[src/rtl/rsc_pkg.sv]
package rsc_pkg;

  typedef enum logic [2:0] {
    ST_IDLE,
    ST_LOAD,
    ST_WRITE,
    ST_TEST,
    ST_MID
  } rsc_state_t;

  typedef enum logic [2:0] {
    PH_LO_COARSE,
    PH_LO_FINE,
    PH_UP_START,
    PH_UP_COARSE,
    PH_UP_FINE,
    PH_CENTER
  } rsc_phase_t;

endpackage

[src/rtl/rsc_delay_step.sv]
// Moves a linear delay by a fixed signed amount and clips to [0, LIN_MAX].
module rsc_delay_step #(
  parameter int LIN_W   = 7,
  parameter int LIN_MAX = 111,
  parameter int DELTA   = 1
) (
  input  logic [LIN_W-1:0] base,
  output logic [LIN_W-1:0] next,
  output logic             clip
);
  localparam int SW = LIN_W + 2;
  localparam logic signed [SW-1:0] D_S   = SW'(DELTA);
  localparam logic signed [SW-1:0] MAX_S = SW'(LIN_MAX);

  logic signed [SW-1:0] sum;
  logic                 below, above;

  assign sum   = $signed({2'b00, base}) + D_S;
  assign below = sum[SW-1];
  assign above = !below && (sum > MAX_S);
  assign clip  = below || above;

  always_comb begin
    if (below)      next = '0;
    else if (above) next = LIN_W'(LIN_MAX);
    else            next = sum[LIN_W-1:0];
  end
endmodule

[src/rtl/rsc_field_merge.sv]
// Builds a lane control word from the captured image and a linear delay.
module rsc_field_merge #(
  parameter int REG_W   = 32,
  parameter int LIN_W   = 7,
  parameter int P_BITS  = 3,
  parameter int T_LSB   = 20,
  parameter int T_BITS  = 4,
  parameter int P_LSB   = 16,
  parameter int SET_LSB = 25,
  parameter int SET_W   = 2
) (
  input  logic [REG_W-1:0] image,
  input  logic [LIN_W-1:0] lin,
  output logic [REG_W-1:0] word
);
  localparam int TW = LIN_W - P_BITS;

  logic [TW-1:0]     t_val;
  logic [P_BITS-1:0] p_val;

  assign t_val = lin[LIN_W-1:P_BITS];
  assign p_val = lin[P_BITS-1:0];

  always_comb begin
    word                     = image;
    word[T_LSB +: T_BITS]    = T_BITS'(t_val);
    word[P_LSB +: P_BITS]    = p_val;
    word[SET_LSB +: SET_W]   = '1;
  end
endmodule

[src/rtl/rsc_lane_seq.sv]
module rsc_lane_seq #(
  parameter  int LANES  = 8,
  localparam int LANE_W = (LANES > 1) ? $clog2(LANES) : 1
) (
  input  logic              clk,
  input  logic              rst_n,
  input  logic              clr,
  input  logic              adv,
  output logic [LANE_W-1:0] lane,
  output logic              last
);
  always_ff @(posedge clk) begin
    if (!rst_n || clr) lane <= '0;
    else if (adv)      lane <= lane + 1'b1;
  end

  assign last = (lane == LANE_W'(LANES - 1));
endmodule

[src/rtl/rsc_center_engine.sv]
module rsc_center_engine
  import rsc_pkg::*;
#(
  parameter  int LANES    = 8,
  parameter  int T_LEVELS = 14,
  parameter  int P_BITS   = 3,
  parameter  int REG_W    = 32,
  parameter  int T_LSB    = 20,
  parameter  int T_BITS   = 4,
  parameter  int P_LSB    = 16,
  parameter  int SET_LSB  = 25,
  parameter  int SET_W    = 2,
  localparam int LANE_W   = (LANES > 1) ? $clog2(LANES) : 1
) (
  input  logic              clk,
  input  logic              rst_n,
  input  logic              start,
  output logic [LANE_W-1:0] lane,
  input  logic [REG_W-1:0]  img_rdata,
  output logic              wr_valid,
  input  logic              wr_ready,
  output logic [REG_W-1:0]  wr_data,
  output logic              tst_req,
  input  logic              tst_done,
  input  logic              tst_pass,
  output logic              done,
  output logic              error
);
  localparam int P_STEPS = 1 << P_BITS;
  localparam int LIN_MAX = T_LEVELS * P_STEPS - 1;
  localparam int LIN_W   = $clog2(LIN_MAX + 1);
  localparam int N_STEP  = 3;
  localparam int S_UP    = 0;
  localparam int S_DN    = 1;
  localparam int S_FINE  = 2;

  rsc_state_t state_q, state_d;
  rsc_phase_t phase_q, phase_d;
  logic [LIN_W-1:0] lin_q, lin_d, lo_q, lo_d, up_q, up_d;
  logic [REG_W-1:0] image_q;
  logic             img_ld, lane_clr, lane_adv, lane_last;
  logic             err_set, err_clr, done_d;
  logic [LIN_W:0]   mid_sum;

  logic [LIN_W-1:0] step_nxt [N_STEP];
  logic [N_STEP-1:0] step_clip;

  // Three steppers: coarse up, coarse down, fine up
  for (genvar g = 0; g < N_STEP; g++) begin : g_step
    localparam int D = (g == S_UP) ? P_STEPS : ((g == S_DN) ? -P_STEPS : 1);
    rsc_delay_step #(.LIN_W(LIN_W), .LIN_MAX(LIN_MAX), .DELTA(D)) u_step (
      .base(lin_q),
      .next(step_nxt[g]),
      .clip(step_clip[g])
    );
  end

  rsc_lane_seq #(.LANES(LANES)) u_seq (
    .clk (clk),
    .rst_n(rst_n),
    .clr (lane_clr),
    .adv (lane_adv),
    .lane(lane),
    .last(lane_last)
  );

  rsc_field_merge #(
    .REG_W(REG_W), .LIN_W(LIN_W), .P_BITS(P_BITS), .T_LSB(T_LSB),
    .T_BITS(T_BITS), .P_LSB(P_LSB), .SET_LSB(SET_LSB), .SET_W(SET_W)
  ) u_merge (
    .image(image_q),
    .lin  (lin_q),
    .word (wr_data)
  );

  assign mid_sum = {1'b0, lo_q} + {1'b0, up_q};

  always_comb begin
    state_d  = state_q;
    phase_d  = phase_q;
    lin_d    = lin_q;
    lo_d     = lo_q;
    up_d     = up_q;
    img_ld   = 1'b0;
    lane_clr = 1'b0;
    lane_adv = 1'b0;
    err_set  = 1'b0;
    err_clr  = 1'b0;
    done_d   = 1'b0;
    unique case (state_q)
      ST_IDLE: begin
        if (start) begin
          lane_clr = 1'b1;
          err_clr  = 1'b1;
          state_d  = ST_LOAD;
        end
      end
      ST_LOAD: begin
        img_ld  = 1'b1;
        lin_d   = '0;
        phase_d = PH_LO_COARSE;
        state_d = ST_WRITE;
      end
      ST_WRITE: begin
        if (wr_ready) begin
          if (phase_q == PH_CENTER) begin
            if (lane_last) begin
              done_d  = 1'b1;
              state_d = ST_IDLE;
            end else begin
              lane_adv = 1'b1;
              state_d  = ST_LOAD;
            end
          end else begin
            state_d = ST_TEST;
          end
        end
      end
      ST_TEST: begin
        if (tst_done) begin
          unique case (phase_q)
            PH_LO_COARSE, PH_LO_FINE: begin
              if (tst_pass && (phase_q == PH_LO_FINE || lin_q == '0)) begin
                // lower edge found; open the upper search one coarse step above
                lo_d = lin_q;
                if (step_clip[S_UP]) begin
                  up_d    = LIN_W'(LIN_MAX);
                  state_d = ST_MID;
                end else begin
                  lin_d   = step_nxt[S_UP];
                  phase_d = PH_UP_START;
                  state_d = ST_WRITE;
                end
              end else if (tst_pass) begin
                lin_d   = step_nxt[S_DN];
                phase_d = PH_LO_FINE;
                state_d = ST_WRITE;
              end else begin
                if (step_clip[(phase_q == PH_LO_FINE) ? S_FINE : S_UP]) begin
                  err_set = 1'b1;
                  state_d = ST_IDLE;
                end else begin
                  lin_d   = step_nxt[(phase_q == PH_LO_FINE) ? S_FINE : S_UP];
                  state_d = ST_WRITE;
                end
              end
            end
            PH_UP_START, PH_UP_COARSE: begin
              if (tst_pass) begin
                if (step_clip[S_UP]) begin
                  up_d    = LIN_W'(LIN_MAX);
                  state_d = ST_MID;
                end else begin
                  lin_d   = step_nxt[S_UP];
                  phase_d = PH_UP_COARSE;
                  state_d = ST_WRITE;
                end
              end else if (phase_q == PH_UP_START) begin
                up_d    = lin_q;
                state_d = ST_MID;
              end else begin
                lin_d   = step_nxt[S_DN];
                phase_d = PH_UP_FINE;
                state_d = ST_WRITE;
              end
            end
            PH_UP_FINE: begin
              if (!tst_pass) begin
                up_d    = lin_q;
                state_d = ST_MID;
              end else if (step_clip[S_FINE]) begin
                up_d    = LIN_W'(LIN_MAX);
                state_d = ST_MID;
              end else begin
                lin_d   = step_nxt[S_FINE];
                state_d = ST_WRITE;
              end
            end
            default: state_d = ST_IDLE;
          endcase
        end
      end
      ST_MID: begin
        lin_d   = mid_sum[LIN_W:1];
        phase_d = PH_CENTER;
        state_d = ST_WRITE;
      end
      default: state_d = ST_IDLE;
    endcase
  end

  always_ff @(posedge clk) begin
    if (!rst_n) begin
      state_q <= ST_IDLE;
      phase_q <= PH_LO_COARSE;
      lin_q   <= '0;
      lo_q    <= '0;
      up_q    <= '0;
      image_q <= '0;
      done    <= 1'b0;
      error   <= 1'b0;
    end else begin
      state_q <= state_d;
      phase_q <= phase_d;
      lin_q   <= lin_d;
      lo_q    <= lo_d;
      up_q    <= up_d;
      done    <= done_d;
      if (img_ld)       image_q <= img_rdata;
      if (err_clr)      error   <= 1'b0;
      else if (err_set) error   <= 1'b1;
    end
  end

  assign wr_valid = (state_q == ST_WRITE);
  assign tst_req  = (state_q == ST_TEST);

  // Checks on the engine's own behaviour
  assert_wr_hold_R8: assert property (@(posedge clk) disable iff (!rst_n)
    wr_valid && !wr_ready |=> wr_valid && $stable(wr_data) && $stable(lane));

  assert_req_after_write_R8: assert property (@(posedge clk) disable iff (!rst_n)
    $rose(tst_req) |-> $past(wr_valid && wr_ready));

  assert_req_hold_R9: assert property (@(posedge clk) disable iff (!rst_n)
    tst_req && !tst_done |=> tst_req);

  assert_field_range_R1: assert property (@(posedge clk) disable iff (!rst_n)
    wr_valid |-> (wr_data[T_LSB +: T_BITS] < T_BITS'(T_LEVELS)) && (wr_data[SET_LSB +: SET_W] == '1));

  assert_mid_inside_R6: assert property (@(posedge clk) disable iff (!rst_n)
    wr_valid && phase_q == PH_CENTER |-> (lin_q >= lo_q) && (lin_q <= up_q));

  assert_no_overflow_R4: assert property (@(posedge clk) disable iff (!rst_n)
    state_q == ST_MID |-> up_q > lo_q);

  assert_done_pulse_R10: assert property (@(posedge clk) disable iff (!rst_n)
    done |=> !done);

  assert_error_hold_R11: assert property (@(posedge clk) disable iff (!rst_n)
    error && !start |=> error);

  assert_quiet_after_fatal_R5: assert property (@(posedge clk) disable iff (!rst_n)
    error |-> !wr_valid && !tst_req);
endmodule

[config.mk]
export PLATFORM = sky130hd
export DESIGN_NAME = rsc_center_engine
export DESIGN_NICKNAME = d
export VERILOG_FILES = /design/src/rtl/rsc_pkg.sv /design/src/rtl/rsc_delay_step.sv /design/src/rtl/rsc_field_merge.sv /design/src/rtl/rsc_lane_seq.sv /design/src/rtl/rsc_center_engine.sv
export SDC_FILE = /design/constraint.sdc
export NUM_CORES = 1
export LEC_CHECK = 0
export BUFFER_PORTS_ARGS = -buffer_cell sky130_fd_sc_hd__buf_2
export CAP_MARGIN = 15
export CORE_UTILIZATION = 49
export DETAILED_ROUTE_END_ITERATION = 16
export GPL_TIMING_DRIVEN = 0
export PLACE_DENSITY = 0.85
export SLEW_MARGIN = 10
export SYNTH_ARGS = -nofsm -noshare
export SYNTH_HDL_FRONTEND = slang
export SYNTH_SLANG_ARGS = --single-unit
[constraint.sdc]
create_clock -name clk -period 9.6 [get_ports clk]
set_input_delay 0.48 -clock clk [delete_from_list [all_inputs] [get_ports clk]]
set_output_delay 0.48 -clock clk [all_outputs]
set_load 0.02 [all_outputs]
==> results.ini <==
[status]
outcome=complete, no violations

[logic_synthesis]
synth-seq-cells=55
synth_top_area_share=0.296
postSynthAreaPerCell_um2=7.68
ys_types=73
synth-edff-count=0
yosys_warnings=0
synth_top_cell_by_area=dfxtp_1
async_flop_share=0
synthTopCellsByArea=dfxtp_1, nand2_1, a21oi_1, ha_1, nor2_1
ys_seq_area_frac=0.296
ys.flop_type=dfxtp_1
netlist_instances=484
syn_area_mm2=0.00372

[power]
vdd_drop_max_mv=0.0992
total_power_uw=572
p_leak_nw=1.68
p_per_area_mw_per_mm2=134

[die]
start_util=0.510
die_w_um=89.1
die_h_um=89.1
core_area_mm2=0.00729
die-area_mm2=0.00794
core.rowCount=31
io_pins=77

[timing]
fmax_ghz=0.229
drv_slew=0
hold_viol_final=0
setup_viol=0
post-route-period-util=0.455
tightestPinTransition_ps=1070
setup_ws_ps=5230
finalSetupTns_ps=0
rsz0062_at_grt=no
post-route-min-period_ps=4370
fin_hold_ws_ps=388
slew_headroom=0.282
skew_ps=15.0

[clock_network]
clock_latency_ps=310
htreeDepth=2
cts_hold_buffers=0
cts_resized=0
clk_path_buf_depth=2
path_clk_slew_ps=110
clock_sinks=55
numCtsBuffers=5
cts_setup_buffers=0
tritoncts=yes
cts_root_buf=clkbuf_8

[worst_hold_path]
hold_class=in2reg
hold_path_depth=3
hp-start=img_rdata[1]
holdPathEnd=image_q[1]

[flow_run]
cap_violations=0

[global_route]
grt_pass1_wl_um=17000
grt_antenna_before_repair=0
grt_max_degree=20
grt_pass1_vias=3575
overflow=0
grt_use_total=0.275

[worst_setup_path]
ff2ff_setup_slack_ps=5230
start_kind=flip-flop
r2r-end=lin_q[3]
cp.required_ps=9850
reg2regPathDepth=14
critPathKind=reg2reg
worstPathArrival_ps=4610
cp-end-kind=flip-flop
critical_path.max_fanout=10
reg2reg_from=lin_q[3]

[placed_design]
preCtsSetupSlack_ps=5480
io_buffers=64
dp_hpwl_um=8220
place_inst=648
routabilityCongestion=1.04

[detailed_routing]
viasPerCell=6.28
drtAntennaViolNets=0
drt_iter0_markers=504
drt_wl_total_um=10900
drc_errors=0
wl_per_cell_um=16.7
dr.pass1.iters=6
vias=4119

[final_layout]
insertedDiodeCount=0
layout-area-overhead-vs-synth_pct=14.6
nets=611
layout-drive-gt1-share=0.178
final_cells=656

placed cells by master (no fill, tap or decap), types with 12 or more instances in the layout:
cell,count
nand2_1,71
buf_2,66
dfxtp_1,55
a21oi_1,45
nor2_1,40
clkbuf_1,30
o21ai_0,26
ha_1,16
nand3_1,13
inv_1,12
routing by layer:
metal	share of wire	up-vias	GRT usage
li1	-	1897	-
met3	0.10	61	0.0674
met1	0.40	1912	0.356
met4	0.037	0	0.107
met5	0	-	0
met2	0.46	249	0.442
cells in the mapped netlist, types with 3 or more instances:
library cell,n
a211oi_1,3
a21o_1,4
a21oi_1,45
a221oi_1,3
a311oi_1,5
a31oi_1,3
and2_1,4
and3_1,3
buf_4,3
clkbuf_1,30
dfxtp_1,55
ha_1,16
inv_1,12
mux2i_1,11
nand2_1,71
nand2b_1,11
nand3_1,13
nand3b_1,4
nand4_1,5
nor2_1,40
nor2b_1,6
nor3_1,10
nor4_1,3
o2111ai_1,5
o211ai_1,9
o21ai_0,26
o221a_1,3
o221a_2,6
o31ai_1,5
or4_1,4
xnor2_1,8
xor2_1,4
logic make-up after synthesis:
family	after synthesis	synth area share
AOI/OAI and AO/OA	148	0.278
xor gates and xnor gates	12	0.0283
adders and majority gates	17	0.0592
buffers and inverters	50	0.0582
DFF	55	0.296
muxes	11	0.0296
other	1	0.00101
and+or+nand+nor	190	0.249
worst max-delay path, cell delays in order, from the launching register on:
cell       delay, ps
dfxtp_1          450
buf_2            230
clkbuf_1         410
inv_1            210
ha_1             340
clkbuf_1         310
inv_1            200
a21oi_2          400
inv_1            170
ha_1             310
o21ai_0           80
a21oi_1          160
o211ai_1          90
a2111oi_0        660
o221a_1          280
where the power goes:
group / internal [mW] / leakage (nW) / switching, mW
sequential: 0.239 / 0.447 / 0.00957
clock: 0.0537 / 0.0463 / 0.0790
combinational: 0.0626 / 1.19 / 0.128
total: 0.356 / 1.68 / 0.216
stage by stage:
| stage | instance area (um^2) | utilization |
|---|---|---|
| 4_1_cts | 4260 | 0.584 |
| 3_3_place_gp | 4170 | 0.571 |
| 6_report | 4260 | 0.584 |
| 5_1_grt | 4260 | 0.584 |
| 2_1_floorplan | 3720 | - |
| 3_5_place_dp | 4170 | 0.571 |
how the worst max path moves through the flow:
stage | from | endpoint | slack (ps) | cells past startpoint
final | lin_q[3] | lin_q[3] | 5230 | 14
after global routing | lin_q[3] | lin_q[3] | 5140 | 14
after CTS | lin_q[3] | lin_q[3] | 5440 | 14
after detailed placement | lin_q[3] | lin_q[3] | 5480 | 14
after global placement | lin_q[3] | lin_q[3] | 5480 | 14
after floorplan | lin_q[3] | lin_q[3] | 6290 | 14
area by class of cell:
cell class              count  area (um^2)
plain buffers              37          168
clock buffers               5         68.8
clock inverters             3         27.5
fillers                   706         3030
inverters                  13         48.8
multi-input cells         380         2400
flip-flops and latches     55         1100
well taps                  99          124
repair buffers             64          320
state kept, by name (all words and copies together), names as in the netlist:
signal,cells
done,1
error,1
image_q,23
lin_q,7
lo_q,7
phase_q,3
state_q,3
u_seq.lane,3
up_q,7
Note: power is estimated with default switching activity, not from simulation.
